File: src/rtl/tsdl_pkg.sv
package tsdl_pkg;
    localparam int SLOT_BITS   = 8;
    localparam int NARROW_BITS = 6;

    typedef enum logic [1:0] {
        FSEL_ALL  = 2'b00,
        FSEL_ODD  = 2'b01,
        FSEL_EVEN = 2'b10,
        FSEL_ANY  = 2'b11
    } fsel_e;

    localparam logic [1:0] MODE_PACK6 = 2'b11;
endpackage

File: src/rtl/tsdl_bit_select.sv
module tsdl_bit_select
    import tsdl_pkg::*;
#(
    parameter int SLOT_W  = 5,
    parameter int FRAME_W = 8
) (
    input  logic               enable,
    input  logic               in_valid,
    input  logic [FRAME_W-1:0] in_frame,
    input  logic [SLOT_W-1:0]  in_slot,
    input  logic [2:0]         in_bitpos,
    input  logic [1:0]         frame_sel,
    input  logic [SLOT_W-1:0]  slot_sel,
    input  logic [7:0]         bit_mask,
    output logic               take
);
    logic frame_ok;

    always_comb begin
        case (fsel_e'(frame_sel))
            FSEL_ODD:  frame_ok = in_frame[0];
            FSEL_EVEN: frame_ok = ~in_frame[0];
            default:   frame_ok = 1'b1;
        endcase
        take = enable & in_valid & frame_ok
             & (in_slot == slot_sel) & bit_mask[in_bitpos];
    end
endmodule

File: src/rtl/tsdl_packer.sv
module tsdl_packer
    import tsdl_pkg::*;
#(
    parameter int WORD_W = SLOT_BITS,
    localparam int CNT_W = $clog2(WORD_W) + 1,
    localparam int IDX_W = $clog2(WORD_W)
) (
    input  logic              clk,
    input  logic              rst_n,
    input  logic              enable,
    input  logic              pack6,
    input  logic              take,
    input  logic              bit_in,
    output logic              wr_valid,
    output logic [WORD_W-1:0] wr_data
);
    typedef struct packed {
        logic [WORD_W-1:0] acc;
        logic [CNT_W-1:0]  cnt;
        logic              vld;
        logic [WORD_W-1:0] word;
    } pk_t;

    pk_t pk_d, pk_q;
    logic [WORD_W-1:0] acc_next;
    logic [CNT_W-1:0]  limit;

    always_comb begin
        pk_d     = pk_q;
        pk_d.vld = 1'b0;
        acc_next = pk_q.acc;
        limit    = pack6 ? CNT_W'(NARROW_BITS) : CNT_W'(WORD_W);
        if (!enable) begin
            pk_d.acc = '0;
            pk_d.cnt = '0;
        end else if (take) begin
            acc_next[pk_q.cnt[IDX_W-1:0]] = bit_in;
            if (pk_q.cnt + CNT_W'(1) >= limit) begin
                pk_d.word = acc_next;
                pk_d.vld  = 1'b1;
                pk_d.acc  = '0;
                pk_d.cnt  = '0;
            end else begin
                pk_d.acc = acc_next;
                pk_d.cnt = pk_q.cnt + CNT_W'(1);
            end
        end
    end

    always_ff @(posedge clk or negedge rst_n) begin
        if (!rst_n) pk_q <= '0;
        else        pk_q <= pk_d;
    end

    assign wr_valid = pk_q.vld;
    assign wr_data  = pk_q.word;
endmodule

File: src/rtl/tsdl_rx_buffer.sv
module tsdl_rx_buffer #(
    parameter int DEPTH  = 64,
    parameter int WORD_W = 8,
    localparam int PTR_W = $clog2(DEPTH),
    localparam int CNT_W = PTR_W + 1
) (
    input  logic              clk,
    input  logic              rst_n,
    input  logic              enable,
    input  logic              circ_mode,
    input  logic [CNT_W-1:0]  circ_len,
    input  logic              wr_valid,
    input  logic [WORD_W-1:0] wr_data,
    input  logic              rd_strobe,
    output logic [WORD_W-1:0] rd_data,
    output logic [CNT_W-1:0]  rd_count,
    output logic              rd_empty,
    output logic              overflow
);
    typedef struct packed {
        logic [PTR_W-1:0]  wptr;
        logic [PTR_W-1:0]  rptr;
        logic [CNT_W-1:0]  count;
        logic              ovf;
        logic [WORD_W-1:0] rdata;
    } buf_t;

    buf_t b_d, b_q;
    logic [WORD_W-1:0] mem [DEPTH];
    logic              do_write;
    logic [CNT_W-1:0]  lim;
    logic [CNT_W-1:0]  cnt_after;

    function automatic logic [PTR_W-1:0] ptr_inc(input logic [PTR_W-1:0] p,
                                                 input logic [CNT_W-1:0] l);
        if ({1'b0, p} + CNT_W'(1) >= l) return '0;
        return p + PTR_W'(1);
    endfunction

    always_comb begin
        b_d       = b_q;
        do_write  = 1'b0;
        cnt_after = b_q.count;
        lim       = (circ_mode && circ_len != '0 && circ_len < CNT_W'(DEPTH))
                    ? circ_len : CNT_W'(DEPTH);
        if (!enable) begin
            b_d = '0;
        end else begin
            if (rd_strobe) begin
                if (b_q.count != '0) begin
                    b_d.rdata = mem[b_q.rptr];
                    b_d.rptr  = ptr_inc(b_q.rptr, lim);
                    cnt_after = b_q.count - CNT_W'(1);
                end else begin
                    b_d.rdata = '0;
                end
            end
            if (wr_valid) begin
                if (cnt_after < lim) begin
                    do_write  = 1'b1;
                    b_d.wptr  = ptr_inc(b_q.wptr, lim);
                    cnt_after = cnt_after + CNT_W'(1);
                end else if (circ_mode) begin
                    do_write = 1'b1;
                    b_d.wptr = ptr_inc(b_q.wptr, lim);
                    b_d.rptr = ptr_inc(b_d.rptr, lim);
                end else begin
                    b_d.ovf = 1'b1;
                end
            end
            b_d.count = cnt_after;
        end
    end

    always_ff @(posedge clk or negedge rst_n) begin
        if (!rst_n) b_q <= '0;
        else        b_q <= b_d;
    end

    always_ff @(posedge clk) begin
        if (do_write) mem[b_q.wptr] <= wr_data;
    end

    assign rd_data  = b_q.rdata;
    assign rd_count = b_q.count;
    assign rd_empty = (b_q.count == '0);
    assign overflow = b_q.ovf;
endmodule

File: src/rtl/tsdl_extractor.sv
module tsdl_extractor
    import tsdl_pkg::*;
#(
    parameter int DEPTH   = 64,
    parameter int SLOT_W  = 5,
    parameter int FRAME_W = 8,
    localparam int CNT_W  = $clog2(DEPTH) + 1
) (
    input  logic                 clk,
    input  logic                 rst_n,
    input  logic                 enable,
    input  logic [1:0]           mode,
    input  logic [1:0]           frame_sel,
    input  logic [SLOT_W-1:0]    slot_sel,
    input  logic [7:0]           bit_mask,
    input  logic                 circ_mode,
    input  logic [CNT_W-1:0]     circ_len,
    input  logic                 in_valid,
    input  logic                 in_bit,
    input  logic [FRAME_W-1:0]   in_frame,
    input  logic [SLOT_W-1:0]    in_slot,
    input  logic [2:0]           in_bitpos,
    input  logic                 rd_strobe,
    output logic [SLOT_BITS-1:0] rd_data,
    output logic [CNT_W-1:0]     rd_count,
    output logic                 rd_empty,
    output logic                 overflow
);
    logic                 take;
    logic                 wr_valid;
    logic [SLOT_BITS-1:0] wr_data;

    tsdl_bit_select #(.SLOT_W(SLOT_W), .FRAME_W(FRAME_W)) sel_i (
        .enable(enable), .in_valid(in_valid), .in_frame(in_frame),
        .in_slot(in_slot), .in_bitpos(in_bitpos), .frame_sel(frame_sel),
        .slot_sel(slot_sel), .bit_mask(bit_mask), .take(take)
    );

    tsdl_packer #(.WORD_W(SLOT_BITS)) pack_i (
        .clk(clk), .rst_n(rst_n), .enable(enable),
        .pack6(mode == MODE_PACK6), .take(take), .bit_in(in_bit),
        .wr_valid(wr_valid), .wr_data(wr_data)
    );

    tsdl_rx_buffer #(.DEPTH(DEPTH), .WORD_W(SLOT_BITS)) buf_i (
        .clk(clk), .rst_n(rst_n), .enable(enable), .circ_mode(circ_mode),
        .circ_len(circ_len), .wr_valid(wr_valid), .wr_data(wr_data),
        .rd_strobe(rd_strobe), .rd_data(rd_data), .rd_count(rd_count),
        .rd_empty(rd_empty), .overflow(overflow)
    );
endmodule

File: config.mk
export PLATFORM = sky130hd
export DESIGN_NAME = tsdl_extractor
export DESIGN_NICKNAME = d
export VERILOG_FILES = /design/src/rtl/tsdl_pkg.sv /design/src/rtl/tsdl_bit_select.sv /design/src/rtl/tsdl_packer.sv /design/src/rtl/tsdl_rx_buffer.sv /design/src/rtl/tsdl_extractor.sv
export SDC_FILE = /design/constraint.sdc
export NUM_CORES = 1
export LEC_CHECK = 0
export ABC_CLOCK_PERIOD_IN_PS = 5200
export BUFFER_PORTS_ARGS = -buffer_cell sky130_fd_sc_hd__buf_2
export CAP_MARGIN = 10
export CORE_UTILIZATION = 50
export DETAILED_ROUTE_END_ITERATION = 8
export GPL_ROUTABILITY_DRIVEN = 0
export GPL_TIMING_DRIVEN = 0
export PLACE_DENSITY_LB_ADDON = 0.05
export RECOVER_POWER = 50
export SLEW_MARGIN = 20
export SYNTH_ARGS = -nofsm -noshare
export SYNTH_HDL_FRONTEND = slang
export SYNTH_SLANG_ARGS = --single-unit
File: constraint.sdc
create_clock -name clk -period 5.2 [get_ports clk]
set_input_delay 0.78 -clock clk [delete_from_list [all_inputs] [get_ports clk]]
set_output_delay 0.78 -clock clk [all_outputs]
set_load 0.01 [all_outputs]
==> results of run 1 <==
[sequential cells by signal (all words and copies together) (netlist names)]
name and count:
pack_i.pk_q 12, buf_i.b_q 12, buf_i.mem 512, pack_i.wr_valid 1
buf_i.rd_count 7, pack_i.wr_data 8, buf_i.overflow 1, buf_i.rd_data 8
[worst paths after layout]
check | start | endpoint | slack [ps] | cells past startpoint
max in group asynchronous | rst_n | pack_i.wr_valid | 2500 | 1
max reg2reg | buf_i.b_q[16] | buf_i.b_q[19] | 270 | 24
min | buf_i.rd_data[2] | buf_i.rd_data[2] | 480 | 2
min reg2reg | buf_i.rd_data[2] | buf_i.rd_data[2] | 480 | 2
max | buf_i.b_q[16] | buf_i.b_q[19] | 270 | 24
min in group asynchronous | rst_n | buf_i.rd_data[4] | 1090 | 1
[cells in the mapped netlist (5+ instances only)]
cell / number
ha_1: 35
o21a_1: 6
nand2b_1: 15
xnor2_1: 13
dfrtp_1: 49
edfxtp_1: 512
o21ai_0: 21
mux2i_1: 10
a21o_1: 5
buf_4: 18
buf_2: 15
inv_1: 11
buf_1: 12
nand3_1: 12
nor3_1: 9
nor2b_1: 10
mux4_2: 170
nand2_1: 69
nor2_1: 117
a21oi_1: 23
nand3b_1: 6
clkbuf_1: 32
xor2_1: 12
[worst max-delay path: stages, from the launching register on]
cell and delay [ps]:
dfrtp_1 410, buf_2 200, nand3_2 130, and2_1 190, or2_2 290, ha_1 290, o21a_1 100, o21ai_0 140
a21oi_1 110, o311ai_4 360, nand2b_1 130, nor2_1 130, mux2_2 230, ha_1 220, nand3b_1 150, xor2_1 180
ha_1 330, a21o_1 160, a31oi_1 190, nand2_1 130, a21oi_4 240, and2_1 180, nand3_1 90, o31ai_1 110
a32o_1 180
[cell usage in the layout, fill, tap and decap left out, drive strengths merged, types with 15 or more instances in the layout]
| master | count |
|---|---|
| ha | 35 |
| clkinv | 22 |
| mux4 | 170 |
| a21oi | 23 |
| nand3 | 15 |
| nor2 | 117 |
| o21ai | 26 |
| nand2 | 69 |
| clkbuf | 116 |
| buf | 111 |
| dfrtp | 49 |
| edfxtp | 512 |
| nand2b | 15 |
[area by class of cell]
| cell class | count | share of cell area |
|---|---|---|
| sequential | 561 | 0.6105 |
| multi-input combinational | 612 | 0.2617 |
| clock buffer | 70 | 0.05268 |
| tap | 607 | 0.02793 |
| timing repair buffer | 79 | 0.02176 |
| buffer | 78 | 0.01459 |
| clock inverter | 29 | 0.009203 |
| inverter | 11 | 0.001518 |
| antenna | 1 | 0.00009203 |
[cell families after synthesis]
group           count (synthesis)  share of synthesized area
compound gates                 92                    0.02687
xor+xnor                       25                   0.009273
fa+ha+maj                      36                    0.01897
buf+inv                        89                    0.01812
flops                         561                     0.7031
mux                           183                     0.1678
simple gates                  276                    0.05590
[power by group through the flow]
stage	clock network, mW	logic, mW	registers, mW
floorplan	0	1.76	5.11
global placement	0	2.45	5.16
detailed placement	0	2.47	5.15
CTS	3.87	2.48	5.05
global route	4.04	2.66	5.06
finish	3.80	2.47	5.05
[timing repair]
action | CTS | global route
setup endpoints to repair | 199 | 517
pin swaps | 0 | 18
buffers inserted | 0 | 19
resized for setup | 14 | 133
gates cloned | 0 | 0
[layer usage]
metal | up-vias | track usage | wire length [um]
met3 | 74 | 0.05475 | 3474
met4 | 0 | 0.06227 | 1167
met1 | 6376 | 0.3397 | 24410
met2 | 360 | 0.3530 | 25720
met5 | - | 0 | 0
li1 | 5350 | - | -
==> impl_metrics.py, run 1 <==
metrics = {
    "synth": {
        "synth_top_area_cell": "edfxtp_1",
        "synth.top_cell.area_share": 0.6511,
        "ys_ff_latch": 561,
        "ys_warn_count": 0,
        "synth.avg_cell_area_um2": 18.71,
        "synth_cell_types": 69,
        "synth_edf_count": 512,
        "synth_area_um2": 23610,
        "synth_cells": 1262,
        "synth_nets": 1344,
        "synthFlopType": "edfxtp_1",
        "synth-async-reset-ratio": 0.08734,
        "synth_seq_area_share": 0.7031,
        "synthTopCellsByArea": "edfxtp_1 65%, mux4_2 16%, dfrtp_1 5.2%",
    },
    "global_route": {
        "grtUsageTotal": 0.2327,
        "grt_start_max_net_pins": 66,
        "grt_pass1_wl_um": 79100,
        "overflow": 0,
        "grt_pass1_vias": 11660,
        "antenna_found_initial": 1,
    },
    "clocking": {
        "cts_hold_buf": 0,
        "cts_tree": "built",
        "clkTransAtPathRegs_ps": 70,
        "clk_latency_ps": 610,
        "clockRootBuffer": "clkbuf_16",
        "htree_num_levels": 2,
        "clock-sinks": 561,
        "cts_buffers": 55,
        "cts_buffer_depth": 3,
    },
    "die": {
        "num_rows": 79,
        "pin_count": 64,
        "die_x_um": 219.3,
        "dieArea_um2": 48100,
        "die_height_um": 219.3,
        "initial_core_util": 0.5072,
        "coreArea_um2": 46560,
    },
    "layout": {
        "area_growth_pct": 15.16,
        "final.fill_count": 3472,
        "multiInputGateArea_um2": 7117,
        "finish.instance_area_um2": 27190,
        "num-nets-final": 1480,
        "seq_area_um2": 16600,
        "post-route-util": 0.5841,
        "stdcell_count": 2048,
        "final_layout_size_suffix_gt1_frac": 0.3090,
    },
    "power_and_ir_drop": {
        "p_int_mw": 8.237,
        "powerDensity_nw_per_um2": 416.4,
        "p_clk_frac": 0.336,
        "p_switching_mw": 3.084,
        "p_leak_nw": 9.434,
        "sequentialPowerShare": 0.446,
        "p_total_mw": 11.32,
        "sw_frac_of_total": 0.2724,
        "combPwrFrac": 0.218,
        "vdd.ir_drop.worst_uv": 283.7,
    },
    "sta": {
        "fin_crit_sh": 0.9489,
        "hold_violations": 0,
        "maxSlewViolCount": 475,
        "setup_viol": 0,
        "slew_headroom": -0.8982,
        "finalClockSkew_ps": 31.60,
        "tightest_slew_ps": 2847,
        "fin_crit_ps": 4934,
        "timing.final.ws_setup_ps": 265.9,
        "fmax_mhz": 202.7,
        "fin_hold_ws_ps": 480.2,
        "finalSetupTns_ps": 0,
        "rsz0062_at_grt": "no",
    },
    "worst_setup_path": {
        "crit_fanout": 6,
        "start_kind": "flop",
        "path_class": "flop to flop",
        "cp_data_required_time_ps": 5750,
        "crit_path_end_kind": "flop",
        "arrival_ps": 5480,
    },
    "route": {
        "dr.first_iter.drc_count": 1134,
        "detail-route-antenna-nets": 0,
        "first_pass_iters": 5,
        "via_count": 12160,
        "via_per_inst": 5.938,
        "routedWlPerCell_um": 26.74,
        "drc": 0,
        "wl_um": 54770,
    },
    "placed_design": {
        "placedCellCount": 1927,
        "port-buffer-count": 54,
        "placed_cell_area_um2": 24750,
        "place_ws_ps": -578.3,
        "dpl.hpwl_um": 36340,
    },
    "worst_hold_path": {
        "hold_class": "flop to flop",
    },
    "status": {
        "failed_checks": "capacitance limit, slew limit",
        "status": "finished, violations left",
    },
    "job": {
        "cap_violations": 9,
    },
}
(Power assumes the default switching activity.)
==> inputs of run 2 (changes only) <==
--- a/config.mk
+++ b/config.mk
@@ -12,7 +12,7 @@
 export DETAILED_ROUTE_END_ITERATION = 8
 export GPL_ROUTABILITY_DRIVEN = 0
 export GPL_TIMING_DRIVEN = 0
-export PLACE_DENSITY_LB_ADDON = 0.05
+export PLACE_DENSITY = 0.77
 export RECOVER_POWER = 50
 export SLEW_MARGIN = 20
 export SYNTH_ARGS = -nofsm -noshare
==> run 2 against run 1 <==
The run still ends with capacitance limit, slew limit left. Flip-flop and latch count unchanged. Design area shrank 0.52%. First-iteration DRC count grew 17%. Clock skew decreased by 19 ps. Clock-buffer cell count shrank 1. Total power is 1.2% lower. Highest routed layer unchanged. Critical path type unchanged. Largest cell class unchanged. Worst setup slack worse by 8.6 ps. Clock power is 3% lower. Register-to-register slack barely moved. Hold slack improved by 1.6 ps.
==> impl_metrics.py, run 2 (synthesized netlist as in run 1, its figures left out) <==
metrics = {
    "die": {
        "dieArea_um2": 48100,
        "num_rows": 79,
        "die_height_um": 219.3,
        "initial_core_util": 0.5072,
        "die_x_um": 219.3,
        "coreArea_um2": 46560,
        "pin_count": 64,
    },
    "layout": {
        "reg_top3": "buf_i.mem: 512 flops, buf_i.b_q: 12 flops, pack_i.pk_q: 12 flops",
        "n_antenna_cell": 0,
        "stdcell_count": 2040,
        "final_common_cell": "edfxtp_1",
        "top_register": "buf_i.mem",
        "final_layout_size_suffix_gt1_frac": 0.3105,
        "layout_common_cells": "512 x edfxtp_1, 170 x mux4_2, 67 x buf_2",
        "area_growth_pct": 14.56,
        "largest_register_ffs": 512,
        "post-route-util": 0.5810,
        "num-nets-final": 1474,
    },
    "clocking": {
        "cts_hold_buf": 0,
        "cts_tree": "built",
        "htree_num_levels": 2,
        "clockRootBuffer": "clkbuf_16",
        "clkTransAtPathRegs_ps": 70,
        "cts_buffer_depth": 3,
        "clk_latency_ps": 600,
        "clock-sinks": 561,
        "cts_buffers": 53,
    },
    "worst_hold_path": {
        "hold_end": "pack_i.pk_q[16]",
        "hold_class": "flop to flop",
        "min_from": "pack_i.pk_q[16]",
        "whs_path_depth": 2,
    },
    "worst_setup_path": {
        "crit_path_end_kind": "flop",
        "path_class": "flop to flop",
        "start_kind": "flop",
        "cp_data_required_time_ps": 5490,
        "r2r_setup_slack_ps": 260,
        "arrival_ps": 5240,
        "worstReg2RegEnd": "buf_i.mem[47][1]",
        "r2r_start": "buf_i.rd_count[0]",
        "ff2ff_path_depth": 17,
        "crit_fanout": 8,
    },
    "placed_design": {
        "port-buffer-count": 54,
        "dpl.hpwl_um": 35190,
        "placedCellCount": 1929,
    },
    "power_and_ir_drop": {
        "p_total_mw": 11.18,
        "vdd.ir_drop.worst_uv": 292.7,
        "p_leak_nw": 9.403,
        "powerDensity_nw_per_um2": 413.4,
    },
    "route": {
        "first_pass_iters": 5,
        "wl_um": 54990,
        "via_per_inst": 6.229,
        "drc": 0,
        "routedWlPerCell_um": 26.95,
        "detail-route-antenna-nets": 0,
        "dr.first_iter.drc_count": 1327,
        "via_count": 12710,
    },
    "sta": {
        "tightest_slew_ps": 2822,
        "rsz0062_at_grt": "yes",
        "setup_viol": 0,
        "finalSetupTns_ps": 0,
        "fin_crit_ps": 4943,
        "finalClockSkew_ps": 12.94,
        "slew_headroom": -0.8813,
        "fmax_mhz": 202.3,
        "fin_crit_sh": 0.9505,
        "maxSlewViolCount": 340,
        "hold_violations": 0,
        "fin_hold_ws_ps": 481.7,
    },
    "global_route": {
        "overflow": 0,
        "grtUsageTotal": 0.2313,
        "grt_pass1_wl_um": 79830,
        "grt_start_max_net_pins": 66,
        "grt_pass1_vias": 12470,
        "antenna_found_initial": 0,
    },
    "status": {
        "status": "finished, violations left",
        "failed_checks": "capacitance limit, slew limit",
    },
    "job": {
        "cap_violations": 8,
    },
}
==> run 2: worst max-delay path, stage by stage (launching register included) <==
cell and delay, ps:
dfrtp_1 440, inv_1 160, ha_1 230, or3b_1 480, nor2_2 250, nor3_1 80
a21oi_1 330, inv_1 90, ha_1 200, nor3_1 230, nand3_1 130, nor4b_2 230
o31a_2 240, o21a_1 350, and3_1 420, nand2_2 340, nor2_2 200, buf_4 220
==> run 2: how the worst max path moves through the flow <==
stage	startpoint	to
floorplan	circ_mode	buf_i.b_q[19]
global placement	buf_i.b_q[18]	buf_i.b_q[19]
detailed placement	buf_i.b_q[18]	buf_i.b_q[19]
CTS	buf_i.rd_count[0]	buf_i.mem[11][4]
global route	buf_i.rd_count[0]	buf_i.mem[46][4]
finish	buf_i.rd_count[0]	buf_i.mem[47][1]
==> run 2: power breakdown <==
group / internal [mW] / total (mW) / switching (mW)
Sequential: 4.95 / 5.06 / 0.105
Combinational: 1.15 / 2.44 / 1.30
Clock: 2.04 / 3.68 / 1.64
Total: 8.14 / 11.2 / 3.04
==> run 2: cell type report <==
class	instances	area, um2
clock inverter	27	209.0
fill	3260	19510
buffer	78	397.9
inverter	11	41.29
sequential	561	16600
timing repair buffer	75	504.2
multi-input combinational	612	7141
tap	607	759.5
clock buffer	69	1396
==> run 2: layer usage <==
metal  GRT usage  share of wire
met4     0.09352          0.042
met3     0.04546          0.085
met5           0              0
met2      0.3597           0.48
met1      0.3227           0.40
==> run 2: through the flow <==
| stage | area [um2] | setup WS [ps] |
|---|---|---|
| final | 27050 | 257.3 |
| after global routing | 27050 | -42.72 |
| after CTS | 26450 | -175.0 |
| after detailed placement | 24800 | -441.6 |
| after global placement | 24640 | -369.4 |
| after floorplan | 23610 | 557.1 |
==> run 2: repair_timing <==
| item | 4_1_cts | 5_1_grt |
|---|---|---|
| pin swaps | 0 | 14 |
| gates cloned | 0 | 0 |
| gates resized for setup | 22 | 127 |
| setup buffers | 0 | 15 |
| setup endpoints to repair | 246 | 517 |
